## src/rtl/dfs_pkg.sv

```systemverilog
// Package: shared types and constants of the descriptor fetch sequencer.
// Assumes 32-bit longwords and byte addressing.
package dfs_pkg;
    localparam int WORD_W      = 32;
    localparam int CHAIN_BIT   = 7;   // mode B: another descriptor follows
    localparam int END_ACT_BIT = 6;   // mode B: 1 clears routing bit, 0 clears flag

    typedef struct packed {
        logic [7:0]        mode_a;
        logic [7:0]        mode_b;
        logic [WORD_W-1:0] src;
        logic [WORD_W-1:0] dst;
        logic [15:0]       cnt_a;
        logic [15:0]       cnt_b;
    } desc_t;

    typedef enum logic [2:0] {
        ST_IDLE,
        ST_VEC,
        ST_DESC,
        ST_PRES,
        ST_DONE
    } state_t;
endpackage

```

## src/rtl/dfs_prio_arb.sv

```systemverilog
// Module: fixed-priority picker. The lowest set request index wins.
// Assumes the requests are already masked by the routing bits.
module dfs_prio_arb #(
    parameter int NUM_SRC = 8,
    parameter int IDX_W   = $clog2(NUM_SRC)
) (
    input  logic [NUM_SRC-1:0] req,
    output logic               any,
    output logic [IDX_W-1:0]   idx
);
    // Scan from the top down so that the lowest set bit is the last assignment.
    always_comb begin
        any = |req;
        idx = '0;
        for (int i = NUM_SRC - 1; i >= 0; i--) begin
            if (req[i]) idx = IDX_W'(i);
        end
    end
endmodule

```

## src/rtl/dfs_desc_unpack.sv

```systemverilog
// Module: splits the stored descriptor words into fields for either layout.
// Assumes the words are in fetch order. Word 3 is unused in the compact layout.
module dfs_desc_unpack
    import dfs_pkg::*;
(
    input  logic                  short_fmt,
    input  logic [3:0][WORD_W-1:0] words,
    output desc_t                 fields
);
    // Choose the field positions from the layout bit.
    always_comb begin
        if (short_fmt) begin
            fields.mode_a = words[0][31:24];
            fields.src    = {8'h00, words[0][23:0]};
            fields.mode_b = words[1][31:24];
            fields.dst    = {8'h00, words[1][23:0]};
            fields.cnt_a  = words[2][31:16];
            fields.cnt_b  = words[2][15:0];
        end else begin
            fields.mode_a = words[0][31:24];
            fields.mode_b = words[0][23:16];
            fields.src    = words[1];
            fields.dst    = words[2];
            fields.cnt_a  = words[3][31:16];
            fields.cnt_b  = words[3][15:0];
        end
    end
endmodule

```

## src/rtl/irq_desc_fetcher.sv

```systemverilog
// Module: routes each pending source to the CPU or claims it for the engine.
// For a claimed source it reads the vector entry, then fetches the descriptor
// (and any chained ones), presents the fields, and finally pulses a clear
// for the flag or the routing bit.
// Assumes: the read port holds one request at a time, with data valid
// together with rd_ack; the environment applies the clear pulses within one
// cycle.
module irq_desc_fetcher
    import dfs_pkg::*;
#(
    parameter int NUM_SRC = 8,
    parameter int IDX_W   = $clog2(NUM_SRC)
) (
    input  logic               clk,
    input  logic               rst_n,
    input  logic [NUM_SRC-1:0] irq_pend,
    input  logic [NUM_SRC-1:0] route_en,
    input  logic               short_fmt,
    input  logic [31:0]        vec_base,
    output logic [NUM_SRC-1:0] cpu_irq,
    output logic               rd_req,
    output logic [31:0]        rd_addr,
    input  logic               rd_ack,
    input  logic [31:0]        rd_data,
    output logic               desc_valid,
    output logic [IDX_W-1:0]   act_src,
    output logic [7:0]         mode_a,
    output logic [7:0]         mode_b,
    output logic [31:0]        src_addr,
    output logic [31:0]        dst_addr,
    output logic [15:0]        cnt_a,
    output logic [15:0]        cnt_b,
    input  logic               xfer_done,
    output logic [NUM_SRC-1:0] flag_clr,
    output logic [NUM_SRC-1:0] en_clr,
    output logic               busy
);
    localparam logic [31:0] SHORT_BYTES = 32'd12;
    localparam logic [31:0] FULL_BYTES  = 32'd16;
    localparam logic [31:0] ALIGN_MASK  = 32'hFFFF_FFFC;

    state_t                    state;
    logic [IDX_W-1:0]          src_q;
    logic                      fmt_q;
    logic [31:0]               ptr_q;
    logic [1:0]                word_k;
    logic [3:0][WORD_W-1:0]    words_q;
    logic                      gnt_any;
    logic [IDX_W-1:0]          gnt_idx;
    desc_t                     fields;
    logic [1:0]                last_k;
    logic [31:0]               desc_bytes;
    logic [NUM_SRC-1:0]        src_onehot;

    // Sources whose routing bit is clear go to the CPU.
    assign cpu_irq = irq_pend & ~route_en;

    dfs_prio_arb #(.NUM_SRC(NUM_SRC), .IDX_W(IDX_W)) u_arb (
        .req (irq_pend & route_en),
        .any (gnt_any),
        .idx (gnt_idx)
    );

    dfs_desc_unpack u_unpack (
        .short_fmt (fmt_q),
        .words     (words_q),
        .fields    (fields)
    );

    // Descriptor size and last word index for the latched layout.
    assign last_k     = fmt_q ? 2'd2 : 2'd3;
    assign desc_bytes = fmt_q ? SHORT_BYTES : FULL_BYTES;
    assign src_onehot = NUM_SRC'(1) << src_q;

    // Sequencer: claim a source, read its vector, fetch, present, chain or clear.
    always_ff @(posedge clk) begin
        if (!rst_n) begin
            state      <= ST_IDLE;
            src_q      <= '0;
            fmt_q      <= 1'b0;
            ptr_q      <= '0;
            word_k     <= '0;
            words_q    <= '0;
            rd_req     <= 1'b0;
            rd_addr    <= '0;
            desc_valid <= 1'b0;
            flag_clr   <= '0;
            en_clr     <= '0;
        end else begin
            flag_clr <= '0;
            en_clr   <= '0;
            case (state)
                ST_IDLE: begin
                    if (gnt_any) begin
                        src_q   <= gnt_idx;
                        fmt_q   <= short_fmt;
                        rd_addr <= (vec_base + (32'(gnt_idx) << 2)) & ALIGN_MASK;
                        rd_req  <= 1'b1;
                        state   <= ST_VEC;
                    end
                end
                ST_VEC: begin
                    if (rd_ack) begin
                        ptr_q   <= rd_data & ALIGN_MASK;
                        rd_addr <= rd_data & ALIGN_MASK;
                        word_k  <= '0;
                        state   <= ST_DESC;
                    end
                end
                ST_DESC: begin
                    if (rd_ack) begin
                        words_q[word_k] <= rd_data;
                        if (word_k == last_k) begin
                            rd_req     <= 1'b0;
                            desc_valid <= 1'b1;
                            state      <= ST_PRES;
                        end else begin
                            word_k  <= word_k + 2'd1;
                            rd_addr <= rd_addr + 32'd4;
                        end
                    end
                end
                ST_PRES: begin
                    if (xfer_done) begin
                        desc_valid <= 1'b0;
                        if (fields.mode_b[CHAIN_BIT]) begin
                            ptr_q   <= ptr_q + desc_bytes;
                            rd_addr <= ptr_q + desc_bytes;
                            rd_req  <= 1'b1;
                            word_k  <= '0;
                            state   <= ST_DESC;
                        end else begin
                            if (fields.mode_b[END_ACT_BIT]) en_clr <= src_onehot;
                            else                            flag_clr <= src_onehot;
                            state <= ST_DONE;
                        end
                    end
                end
                default: begin
                    state <= ST_IDLE;
                end
            endcase
        end
    end

    assign busy     = (state != ST_IDLE);
    assign act_src  = src_q;
    assign mode_a   = fields.mode_a;
    assign mode_b   = fields.mode_b;
    assign src_addr = fields.src;
    assign dst_addr = fields.dst;
    assign cnt_a    = fields.cnt_a;
    assign cnt_b    = fields.cnt_b;
endmodule

```

## config.mk

```make
export PLATFORM = sky130hd
export DESIGN_NAME = irq_desc_fetcher
export DESIGN_NICKNAME = d
export VERILOG_FILES = /design/src/rtl/dfs_pkg.sv /design/src/rtl/dfs_prio_arb.sv /design/src/rtl/dfs_desc_unpack.sv /design/src/rtl/irq_desc_fetcher.sv
export SDC_FILE = /design/constraint.sdc
export NUM_CORES = 1
export LEC_CHECK = 0
export ABC_AREA = 1
export BUFFER_PORTS_ARGS = -buffer_cell sky130_fd_sc_hd__buf_2
export CORE_MARGIN = 2
export CORE_UTILIZATION = 33
export CTS_BUF_LIST = sky130_fd_sc_hd__clkbuf_8
export DETAILED_ROUTE_END_ITERATION = 6
export MAX_ROUTING_LAYER = met4
export RECOVER_POWER = 25
export SETUP_SLACK_MARGIN = 0.4
export SYNTH_ARGS = -nofsm -noshare
export SYNTH_HDL_FRONTEND = slang
export SYNTH_HIERARCHICAL = 1
export SYNTH_SLANG_ARGS = --single-unit
```

## constraint.sdc

```tcl
create_clock -name clk -period 6.9 [get_ports clk]
set_input_delay 0.345 -clock clk [delete_from_list [all_inputs] [get_ports clk]]
set_output_delay 0.345 -clock clk [all_outputs]
set_load 0.02 [all_outputs]
```

Word level (Yosys, flattened, before mapping)
Index checks and enable logic that the tools add are counted.
{"block": "classes", "n_reduce_logical": 19, "addsub": 4, "bitwise_logic": 7, "muxes": 45, "n_div": 0, "order_cmp": 2, "n_mul": 0, "n_eq_ne": 11, "shift": 1}
{"cell": "two-way mux 32 bit", "count": 7}
{"cell": "bitwise mux 128 bit", "count": 1}
{"cell": "case mux 32 bit (4 select lines)", "count": 1}
{"cell": "two-way mux 104 bit", "count": 1}
{"cell": "adder 32 x 5 -> 32 bit", "count": 2}
{"cell": "demux 32 bit (select 2 bit)", "count": 1}
{"cell": "case mux 32 bit (2 select lines)", "count": 1}
{"cell": "two-way mux 3 bit", "count": 14}
{"cell": "adder 32 x 3 -> 32 bit (second input constant)", "count": 1}
{"cell": "AND 8 bit", "count": 2}
{"cell": "!= test 2 bit (second input constant)", "count": 7}
{"cell": "case mux 3 bit (4 select lines)", "count": 1}
{"cell": "AND reduction 6 bit", "count": 2}
{"cell": "two-way mux 2 bit", "count": 5}
{"cell": "OR reduction 5 bit", "count": 2}
{"cell": "two-way mux 1 bit", "count": 9}
{"cell": "nonzero test 3 bit", "count": 3}
{"cell": "inverter 8 bit", "count": 1}
{"cell": "AND reduction 4 bit", "count": 2}
{"cell": "OR reduction 8 bit", "count": 1}
{"cell": "<< shifter 1 x 3 -> 8 bit (first input constant)", "count": 1}
{"cell": "AND reduction 7 bit", "count": 1}
{"cell": "equality test 3 x 2 -> 1 bit (second input constant)", "count": 2}
{"cell": "case mux 2 bit (3 select lines)", "count": 1}
{"cell": "other kinds (15)", "count": 20}
{"block": "word_totals", "reg_bits": 219, "wordCells": 103, "romBits": 0, "mem_count": 0, "inputBits": 85, "latch_bits": 0, "out_inout_bits": 174, "mem_bits_rw": 0}

Longest topological paths before layout
Gate-level depths: netlist (run 1).
{"block": "depth", "ltp_word": 12, "depth_mapped": 26, "ltp_nobuf": 26}

Cells and area by module
Netlist (run 1), hierarchy kept.
{"module": "irq_desc_fetcher", "area_per_inst_um2": 11153.2, "seq_area_each_um2": 4324.1, "cells_per_inst": 1717, "instances": 1}
{"module": "dfs_desc_unpack", "area_per_inst_um2": 1322.5, "seq_area_each_um2": 0.0, "cells_per_inst": 326, "instances": 1}
{"module": "dfs_prio_arb", "area_per_inst_um2": 98.8, "seq_area_each_um2": 0.0, "cells_per_inst": 22, "instances": 1}

Worst setup path before layout (run 1)
Ideal clock, no wire load.
{"block": "synth_timing", "kind": "input port to flip-flop", "start": "input irq_pend[5]", "end": "register rd_addr[12]", "arrival_ns": 2.334, "path_slack_ns": 4.501, "n_path_buf": 0, "cell_stages": 21, "path_cell_list": "nand2_1 -> inv_1 -> inv_1 -> nand2_1 -> nand2_1 -> nand2_1 -> nand2_1 -> a21oi_1 -> ha_1 -> inv_1 -> fa_1 -> inv_1 -> nand2_1 -> nand2_1 -> nand2_1 -> nor2_1 -> inv_1 -> or2_2 -> a21oi_1 -> nor3_1 -> nor2_1"}
{"block": "synth_via", "elab_chain_len": 10, "word_cells_on_any_way": 13, "classes_between": "1 x add/sub; 1 x eq/ne; 8 x mux; 1 x bitwise; 2 x reduce/logical"}
{"item": "from (decl)", "line": "irq_desc_fetcher.sv:16", "rtl": "input logic [NUM_SRC-1:0] irq_pend,"}
{"item": "AND 8 bit", "line": "irq_desc_fetcher.sv:59", "rtl": ".req (irq_pend & route_en),"}
{"item": "two-way mux 3 bit (6 in a row)", "line": "dfs_prio_arb.sv:16", "rtl": "if (req[i]) idx = IDX_W'(i);"}
{"item": "named net gnt_idx[0]", "line": "irq_desc_fetcher.sv:49", "rtl": "logic [IDX_W-1:0] gnt_idx;"}
{"item": "adder 32 x 5 -> 32 bit", "line": "irq_desc_fetcher.sv:97", "rtl": "rd_addr <= (vec_base + (32'(gnt_idx) << 2)) & ALIGN_MASK;"}
{"item": "two-way mux 32 bit", "line": "irq_desc_fetcher.sv:94", "rtl": "if (gnt_any) begin"}
{"item": "case mux 32 bit (4 select lines)", "line": "irq_desc_fetcher.sv:92", "rtl": "case (state)"}
{"item": "to (signal assigned)", "line": "irq_desc_fetcher.sv:97"}
{"item": "to (signal assigned)", "line": "irq_desc_fetcher.sv:105", "rtl": "rd_addr <= rd_data & ALIGN_MASK;"}
{"item": "to (signal assigned)", "line": "irq_desc_fetcher.sv:119", "rtl": "rd_addr <= rd_addr + 32'd4;"}
{"item": "to (decl)", "line": "irq_desc_fetcher.sv:22", "rtl": "output logic [31:0] rd_addr,"}
The timed path passes the listed nets, and every way through them passes these cells. The select of a mux whose other input is x is not followed.
A chain may end at the register's enable or synchronous reset.

Final worst setup path (run 1)
{"block": "layout_timing", "start": "register fmt_q", "end": "register ptr_q[2]"}
{"block": "layout_via", "elab_chain_len": 5, "word_cells_on_any_way": 8, "classes_between": "1 x add/sub; 1 x eq/ne; 5 x mux; 1 x reduce/logical"}
{"item": "from (decl)", "line": "irq_desc_fetcher.sv:44", "rtl": "logic fmt_q;"}
{"item": "from (signal assigned)", "line": "irq_desc_fetcher.sv:96", "rtl": "fmt_q <= short_fmt;"}
{"item": "two-way mux 5 bit", "line": "irq_desc_fetcher.sv:72", "rtl": "assign desc_bytes = fmt_q ? SHORT_BYTES : FULL_BYTES;"}
{"item": "adder 32 x 5 -> 32 bit", "line": "irq_desc_fetcher.sv:127", "rtl": "ptr_q <= ptr_q + desc_bytes;"}
{"item": "two-way mux 32 bit", "line": "irq_desc_fetcher.sv:126", "rtl": "if (fields.mode_b[CHAIN_BIT]) begin"}
{"item": "two-way mux 32 bit", "line": "irq_desc_fetcher.sv:124", "rtl": "if (xfer_done) begin"}
{"item": "case mux 32 bit (2 select lines)", "line": "irq_desc_fetcher.sv:92"}
{"item": "to (signal assigned)", "line": "irq_desc_fetcher.sv:104", "rtl": "ptr_q <= rd_data & ALIGN_MASK;"}
{"item": "to (signal assigned)", "line": "irq_desc_fetcher.sv:127"}
{"item": "to (decl)", "line": "irq_desc_fetcher.sv:45", "rtl": "logic [31:0] ptr_q;"}
Parallel ways exist; a longest one is shown, timed or not. The select of a mux whose other input is x is not followed.

==> flow_summary_export.csv, run 1 <==
group,metric,value,unit
outcome,status,"complete, no violations",
cts,postCtsSetupBuffers,0,
routing,drc,0,
grt,grt-ovfl-total,0,
routing,routed_wl,44700,µm
cts,clk_latency,0.55,ns
final_layout,fill_cells,4180,
routing,dr_total_vias,13897,
pwr,switching_share,46.3,%
logic_synthesis,ys_ff_latch,216,
cts,cts_resized,0,
cts,cts_max_level,2,
grt,grtUsageMet1,30.4,%
setup_path,r2r_start,"fmt_q$_SDFFE_PN0P_",
sta,finalHoldViolations,0,
placed_design,hpwlAfterDp,32300,µm
pwr,p_int,0.00257,W
setup_path,worstPathRequired,7.35,ns
final_layout,antenna_cells,0,
logic_synthesis,synth_ff_type,"dfxtp_1",
logic_synthesis,synthSimpleGateAreaFrac,39.5,%
final_layout,fin_nets,2359,
setup_path,slowest_delay,0.72,ns
cts,clk_pin_slew,0.06,ns
logic_synthesis,synth_fa_ha_area_share,1.41,%
pwr,pwr-share-seq,35.2,%
logic_synthesis,synth_xor_area_share,1.18,%
cts,cts_num_sinks,216,
final_layout,synthToLayoutAreaGrowth,16.2,%
pwr,p_leak,6.40,nW
grt,busiest_layer,"met2",
grt,grt_pass1_wl,68700,µm
logic_synthesis,synth_nets,2163,
sta,layout_min_cycle_time,3.48,ns
floorplanning,fp.dieW,199,µm
setup_path,arrival,3.92,ns
pwr,p_switching,0.00222,W
setup_path,critPathCaptureType,"flip-flop",
sta,finalMaxSlewViolations,0,
logic_synthesis,ys_seq_area_share,34.4,%
cts,clockBufferDepth,3,
pwr,vdd_ir_drop_max,0.170,mV
placed_design,dpl_cell_area,14000,µm²
floorplanning,coreArea,37600,µm²
logic_synthesis,synth_cells,2065,
logic_synthesis,ys_async_sr_fraction,0,%
setup_path,crit_slowest_cell,"inv_4",
min_path,hp-class,"in2reg",
sta,fin_setup_tns,0,ns
sta,skew,0.0279,ns
placed_design,io_buffer_count,256,
placed_design,globalplace.congestion,0.893,
routing,dr.pass1.iters,6,
logic_synthesis,synthesis.area,12600,µm²
sta,fmax,288,MHz
logic_synthesis,synth_edf_count,0,
grt,grt_util_met2,33.6,%
grt,grt_start_max_net_pins,97,
setup_path,crit_chain,"inv_4 > nand2_1 > nand2_1 > inv_1 > nand2_1 > nand3_2 > inv_2 > o21ai_0 > a31oi_1",
setup_path,crit_type,"reg2reg",
cts,cts_buffers,40,
setup_path,cp-startpoint,"fmt_q$_SDFFE_PN0P_",
logic_synthesis,synthMuxAreaShare,0,%
sta,grt_setup_unrepaired,"no",
routing,vias_per_cell,4.97,
sta,setup_violations,0,
floorplanning,start_util,33.5,%
routing,avgRoutedWirePerCell,16.0,µm
cts,cts_root_buffer,"clkbuf_8",
setup_path,path_max_fanout,88,
logic_synthesis,avgSynthCellArea,6.09,µm²
floorplanning,rows,71,
pwr,comb_power_share,40.7,%
logic_synthesis,synth_top_family_by_area,"simple AND/OR/NAND/NOR gates",
routing,antenna_left,0,
logic_synthesis,synth-compound-area-share,13.9,%
grt,grtUsageTotal,22.5,%
floorplanning,die_h,199,µm
cts,postCtsHoldBufs,0,
run,max_cap_viol_count,0,
setup_path,crit_path_frequent_cell,"nand2_1",
floorplanning,io_pins,259,
final_layout,fin_area,14600,µm²
logic_synthesis,yosys_warnings,6,
grt,grt_pass1_vias,12419,
sta,tightestPinTransition,1.07,ns
logic_synthesis,ys_types,39,
grt,use_met3,4.88,%
grt,antenna_found_initial,0,
final_layout,post_route_cells_drive_above_1_share,11.6,%
floorplanning,die-area,39700,µm²
setup_path,critical_path.startpoint_type,"flip-flop",
cts,cts_tree,"yes",
sta,relSlewSlack,28.9,%
min_path,hp-start,"rd_data[1]",
routing,drt_iter0_drc,1232,
pwr,clkPwrFrac,24.1,%
sta,fin_crit_sh,50.4,%
pwr,power.density,328,nW/µm²
layout make-up:
cell class                      count  area (µm²)  area share [%]
Sequential cell                   216        4320            29.6
Clock inverter                     19        85.1           0.582
Clock buffer                       47         647            4.43
Timing Repair Buffer              269        1270            8.71
Multi-Input combinational cell   1569        7020            48.0
Tap cell                          511         639            4.37
Inverter                          165         624            4.27
layer usage:
layer / wire (µm) / vias to the layer above
met1: 20800 / 6305
met4: 1070 / 0
met2: 19200 / 485
met5: 0 / -
met3: 3680 / 75
li1: - / 7032
registers in the layout, summed over array words and instances (netlist names):
name and count:
word_k 2, act_src 3, flag_clr 8, words_q 128, rd_addr 31, en_clr 8
fmt_q 1, rd_req 1, desc_valid 1, ptr_q 30, state 3
synthesized netlist by cell type (4+ instances only):
cell	count	share of area, %
o21ai_1	17	0.68
buf_1	10	0.30
or2_2	5	0.25
buf_4	19	1.1
nor2_1	242	7.2
buf_6	7	0.63
clkbuf_1	47	1.4
inv_2	9	0.27
o21ai_0	73	2.9
buf_2	31	1.2
nand3_1	201	8.0
inv_1	155	4.6
xor2_1	10	0.70
ha_1	11	1.1
dfxtp_1	216	34
nor3_1	32	1.3
a21oi_1	218	8.7
o21bai_1	6	0.36
nand2_2	6	0.30
nand2_1	680	20
nand3b_1	6	0.36
xnor2_1	7	0.49
nand4_1	18	0.90
a221oi_1	4	0.28
a31oi_1	10	0.50
cells by family (layout without fill, tap and decap cells):
logic type               Yosys count  in the layout
adder cells (fa/ha/maj)           13             13
buffers and inverters            280            500
flip-flops                       216            216
AO/OA/AOI/OAI                    336            336
AND/OR/NAND/NOR                 1203           1203
XOR/XNOR                          17             17
per-stage QoR:
step | setup slack, ns | hold slack (ns) | total power, W | utilization, % | instances
2_1_floorplan | 4.50 | 0.441 | 0.00315 | - | 2065
3_3_place_gp | 3.67 | 0.448 | 0.00366 | 37.3 | 2730
3_5_place_dp | 3.66 | 0.452 | 0.00369 | 37.3 | 2730
4_1_cts | 3.63 | 0.0869 | 0.00486 | 39.2 | 2796
5_1_grt | 3.04 | 0.103 | 0.00516 | 38.9 | 2796
6_report | 3.42 | 0.118 | 0.00479 | 38.9 | 2796
worst max-delay path: cells and delay by family (launching register included):
family	cells	cell delay, ns
buf+inv	3	1.48
simple gates	4	1.09
flops	1	0.49
compound gates	2	0.32
path summary, 6_finish.rpt:
path                                             endpoint  slack [ns]  cells after the start
worst max register to register      ptr_q[2]$_SDFFE_PN0P_        3.42                      9
worst min-delay path             words_q[33]$_SDFFE_PN0P_        0.12                      3
worst min register to register  words_q[118]$_SDFFE_PN0P_        0.46                      2
worst max-delay path                ptr_q[2]$_SDFFE_PN0P_        3.42                      9
power by group through the flow:
stage | logic [W] | registers, W | clock network, W
after floorplan | 0.00141 | 0.00173 | 0
after global placement | 0.00196 | 0.00170 | 0
after detailed placement | 0.00198 | 0.00171 | 0
after CTS | 0.00199 | 0.00168 | 0.00119
after global routing | 0.00219 | 0.00172 | 0.00125
final | 0.00195 | 0.00169 | 0.00115
cell usage in the layout, fill, tap and decap left out, types with 2 or more instances in the layout:
cell type and n:
nand2_1 682, nor2_1 244, a21oi_1 218, dfxtp_1 216, nand3_1 201, buf_2 172
inv_1 169, clkbuf_1 84, o21ai_0 73, clkbuf_8 47, nor3_1 32, nand4_1 18
o21ai_1 17, buf_4 13, ha_1 11, a31oi_1 10, xor2_1 10, inv_2 7
xnor2_1 7, nand3b_1 6, o21bai_1 6, or2_2 5, nand2_2 4, a221oi_1 4
clkinv_2 4, nor2_4 3, a211oi_1 3, o211ai_1 3, inv_4 2, nand3_2 2
or2_1 2, fa_1 2
Note: power is estimated with default switching activity, not from simulation.
==> run 2: changes to the inputs <==
==> constraint.sdc (replaced) <==
create_clock -name clk -period 3.1 [get_ports clk]
set_input_delay 0.155 -clock clk [delete_from_list [all_inputs] [get_ports clk]]
set_output_delay 0.155 -clock clk [all_outputs]
set_load 0.02 [all_outputs]
==> run 2 against run 1 <==
  * Clock power grew 140%
  * Non-clock buffer count grew 43
  * Sequential share of layout area shrank 0.98 points
  * First-iteration DRC count grew 3.5%
  * Register-to-register slack lost 2.8 ns
  * Power grew 130%
  * Die area is the same
  * Global-route usage grew 0.62 points
  * Setup slack lost 2.8 ns
  * Via count grew 2.0%
  * Largest cell class unchanged
==> flow_summary_export.csv, run 2 (synthesis results as in run 1) <==
group,metric,value,unit
grt,grt_pass1_wl,70500,µm
setup_path,cp-startpoint,"fmt_q$_SDFFE_PN0P_",
routing,top_layer,"met4",
setup_path,slowest_delay,0.50,ns
min_path,hp-start,"vec_base[27]",
grt,grt_pass1_vias,13119,
sta,setup_violations,0,
routing,avgRoutedWirePerCell,16.1,µm
routing,drt-met1-wl,21300,µm
final_layout,final_cell_mix,"680 x nand2_1, 244 x nor2_1, 218 x a21oi_1",
pwr,comb_power_share,41.0,%
final_layout,top_regs,"words_q: 128 flops, rd_addr: 31 flops, ptr_q: 30 flops",
placed_design,globalplace.congestion,0.926,
cts,cts_num_sinks,216,
final_layout,largest_reg_flops,128,
pwr,p_total,0.0111,W
placed_design,hpwlAfterDp,32800,µm
sta,layout_min_cycle_time,2.48,ns
pwr,clkPwrFrac,25.0,%
cts,postCtsSetupBuffers,0,
final_layout,synthToLayoutAreaGrowth,20.3,%
final_layout,regMostFlops,"words_q",
pwr,p_int,0.00602,W
final_layout,utilization,40.3,%
sta,fin_crit_sh,80.0,%
cts,clk_pin_slew,0.06,ns
setup_path,path_max_fanout,87,
cts,clk_latency,0.56,ns
sta,layout_setup_ws,0.620,ns
setup_path,crit_buf_inv,4,
routing,wl_met2,19400,µm
floorplanning,coreArea,37600,µm²
cts,clockBufferDepth,3,
floorplanning,die_h,199,µm
final_layout,final_common_cell,"nand2_1",
pwr,pwr-share-seq,34.0,%
setup_path,critPathCaptureType,"output port",
routing,drc,0,
routing,antenna_left,0,
sta,fin_setup_tns,0,ns
floorplanning,fp.dieW,199,µm
setup_path,crit_chain,"buf_4 > inv_4 > buf_6 > nand2_1 > nand2_1 > buf_2",
setup_path,critical_path.startpoint_type,"flip-flop",
routing,vias_per_cell,4.99,
cts,cts_max_level,2,
run,max_cap_viol_count,0,
cts,cts_root_buffer,"clkbuf_8",
floorplanning,rows,71,
cts,cts_buffers,38,
pwr,p_switching,0.00504,W
placed_design,io_buffer_count,256,
routing,dr_total_vias,14171,
sta,finalHoldViolations,0,
setup_path,r2r_slack,0.64,ns
floorplanning,io_pins,259,
min_path,hp-class,"in2reg",
pwr,vdd_ir_drop_max,0.315,mV
sta,tightestPinTransition,0.905,ns
sta,finalMaxSlewViolations,0,
grt,grt-ovfl-total,0,
setup_path,crit_family,"buffers and inverters",
setup_path,worstPathRequired,2.94,ns
setup_path,crit_slowest_cell,"buf_6",
setup_path,r2r_start,"state[0]$_SDFFE_PN0P_",
grt,grtUsageTotal,23.1,%
routing,drt_iter0_drc,1275,
sta,skew,0.0243,ns
pwr,p_leak,6.67,nW
outcome,status,"complete, no violations",
final_layout,post_route_cells_drive_above_1_share,12.6,%
floorplanning,start_util,33.5,%
setup_path,crit_path_frequent_cell,"nand2_1",
pwr,switching_share,45.5,%
sta,grt_setup_unrepaired,"no",
routing,dr.pass1.iters,5,
routing,met3_length,3710,µm
setup_path,crit_type,"reg2out",
routing,routed_wl,45600,µm
final_layout,fin_nets,2400,
placed_design,dp_slack,0.385,ns
grt,grt_start_max_net_pins,88,
cts,cts_tree,"yes",
setup_path,arrival,2.32,ns
sta,relSlewSlack,39.6,%
grt,antenna_found_initial,0,
sta,fmax,403,MHz
floorplanning,die-area,39700,µm²
final_layout,antenna_cells,0,
pwr,power.density,731,nW/µm²
## run 2: cell types whose count changed in the layout (fill, tap and decap cells not counted), sizes merged
| cell | change |
|---|---|
| clkbuf | -11 |
| dlygate4sd3 | +34 |
| bufinv | +2 |
| clkinvlp | +1 |
| inv | -2 |
| buf | +20 |
## run 2: cell type report
cell class,instances,area [µm²]
Timing Repair Buffer,312,1710
Clock inverter,20,145
Sequential cell,216,4330
Fill cell,4156,22400
Multi-Input combinational cell,1569,7030
Clock buffer,47,647
Inverter,165,624
Tap cell,511,639
## run 2: final timing paths
path	to	cells past startpoint
max reg2reg	rd_addr[20]$_SDFFE_PN0P_	11
max	mode_b[3]	6
min reg2reg	words_q[118]$_SDFFE_PN0P_	2
min	rd_addr[27]$_SDFFE_PN0P_	5
## run 2: metal layers
metal,up-vias,GRT usage (%)
met2,527,34.4
met1,6455,31.6
met4,0,7.19
met3,73,4.14
met5,-,-
li1,7116,-
## run 2: stage by stage
step | std cells | hold WS [ns] | area [µm²]
2_1_floorplan | 2065 | 0.318 | 12600
3_5_place_dp | 2739 | 0.452 | 14100
4_1_cts | 2840 | 0.00249 | 15200
3_3_place_gp | 2739 | 0.448 | 14100
6_report | 2840 | 0.0278 | 15100
5_1_grt | 2840 | 0.0255 | 15100
## run 2: what timing repair did
item	4_1_cts	5_1_grt
hold buffers	34	0
setup endpoints to repair	3	44
gates resized for setup	1	2
hold endpoints to repair	131	0
## run 2: power groups by stage
stage	clock network, W	registers, W	logic, W
global route	0.00295	0.00383	0.00507
finish	0.00277	0.00376	0.00453
global placement	0	0.00379	0.00449
floorplan	0	0.00386	0.00314
detailed placement	0	0.00380	0.00453
CTS	0.00283	0.00374	0.00458
## run 2: worst register-to-register path, delay by kind of cell (launching register included)
kind            cells  cell delay [ns]
flops               1             0.35
buf+inv             4             0.93
compound gates      2             0.21
simple gates        5             0.87
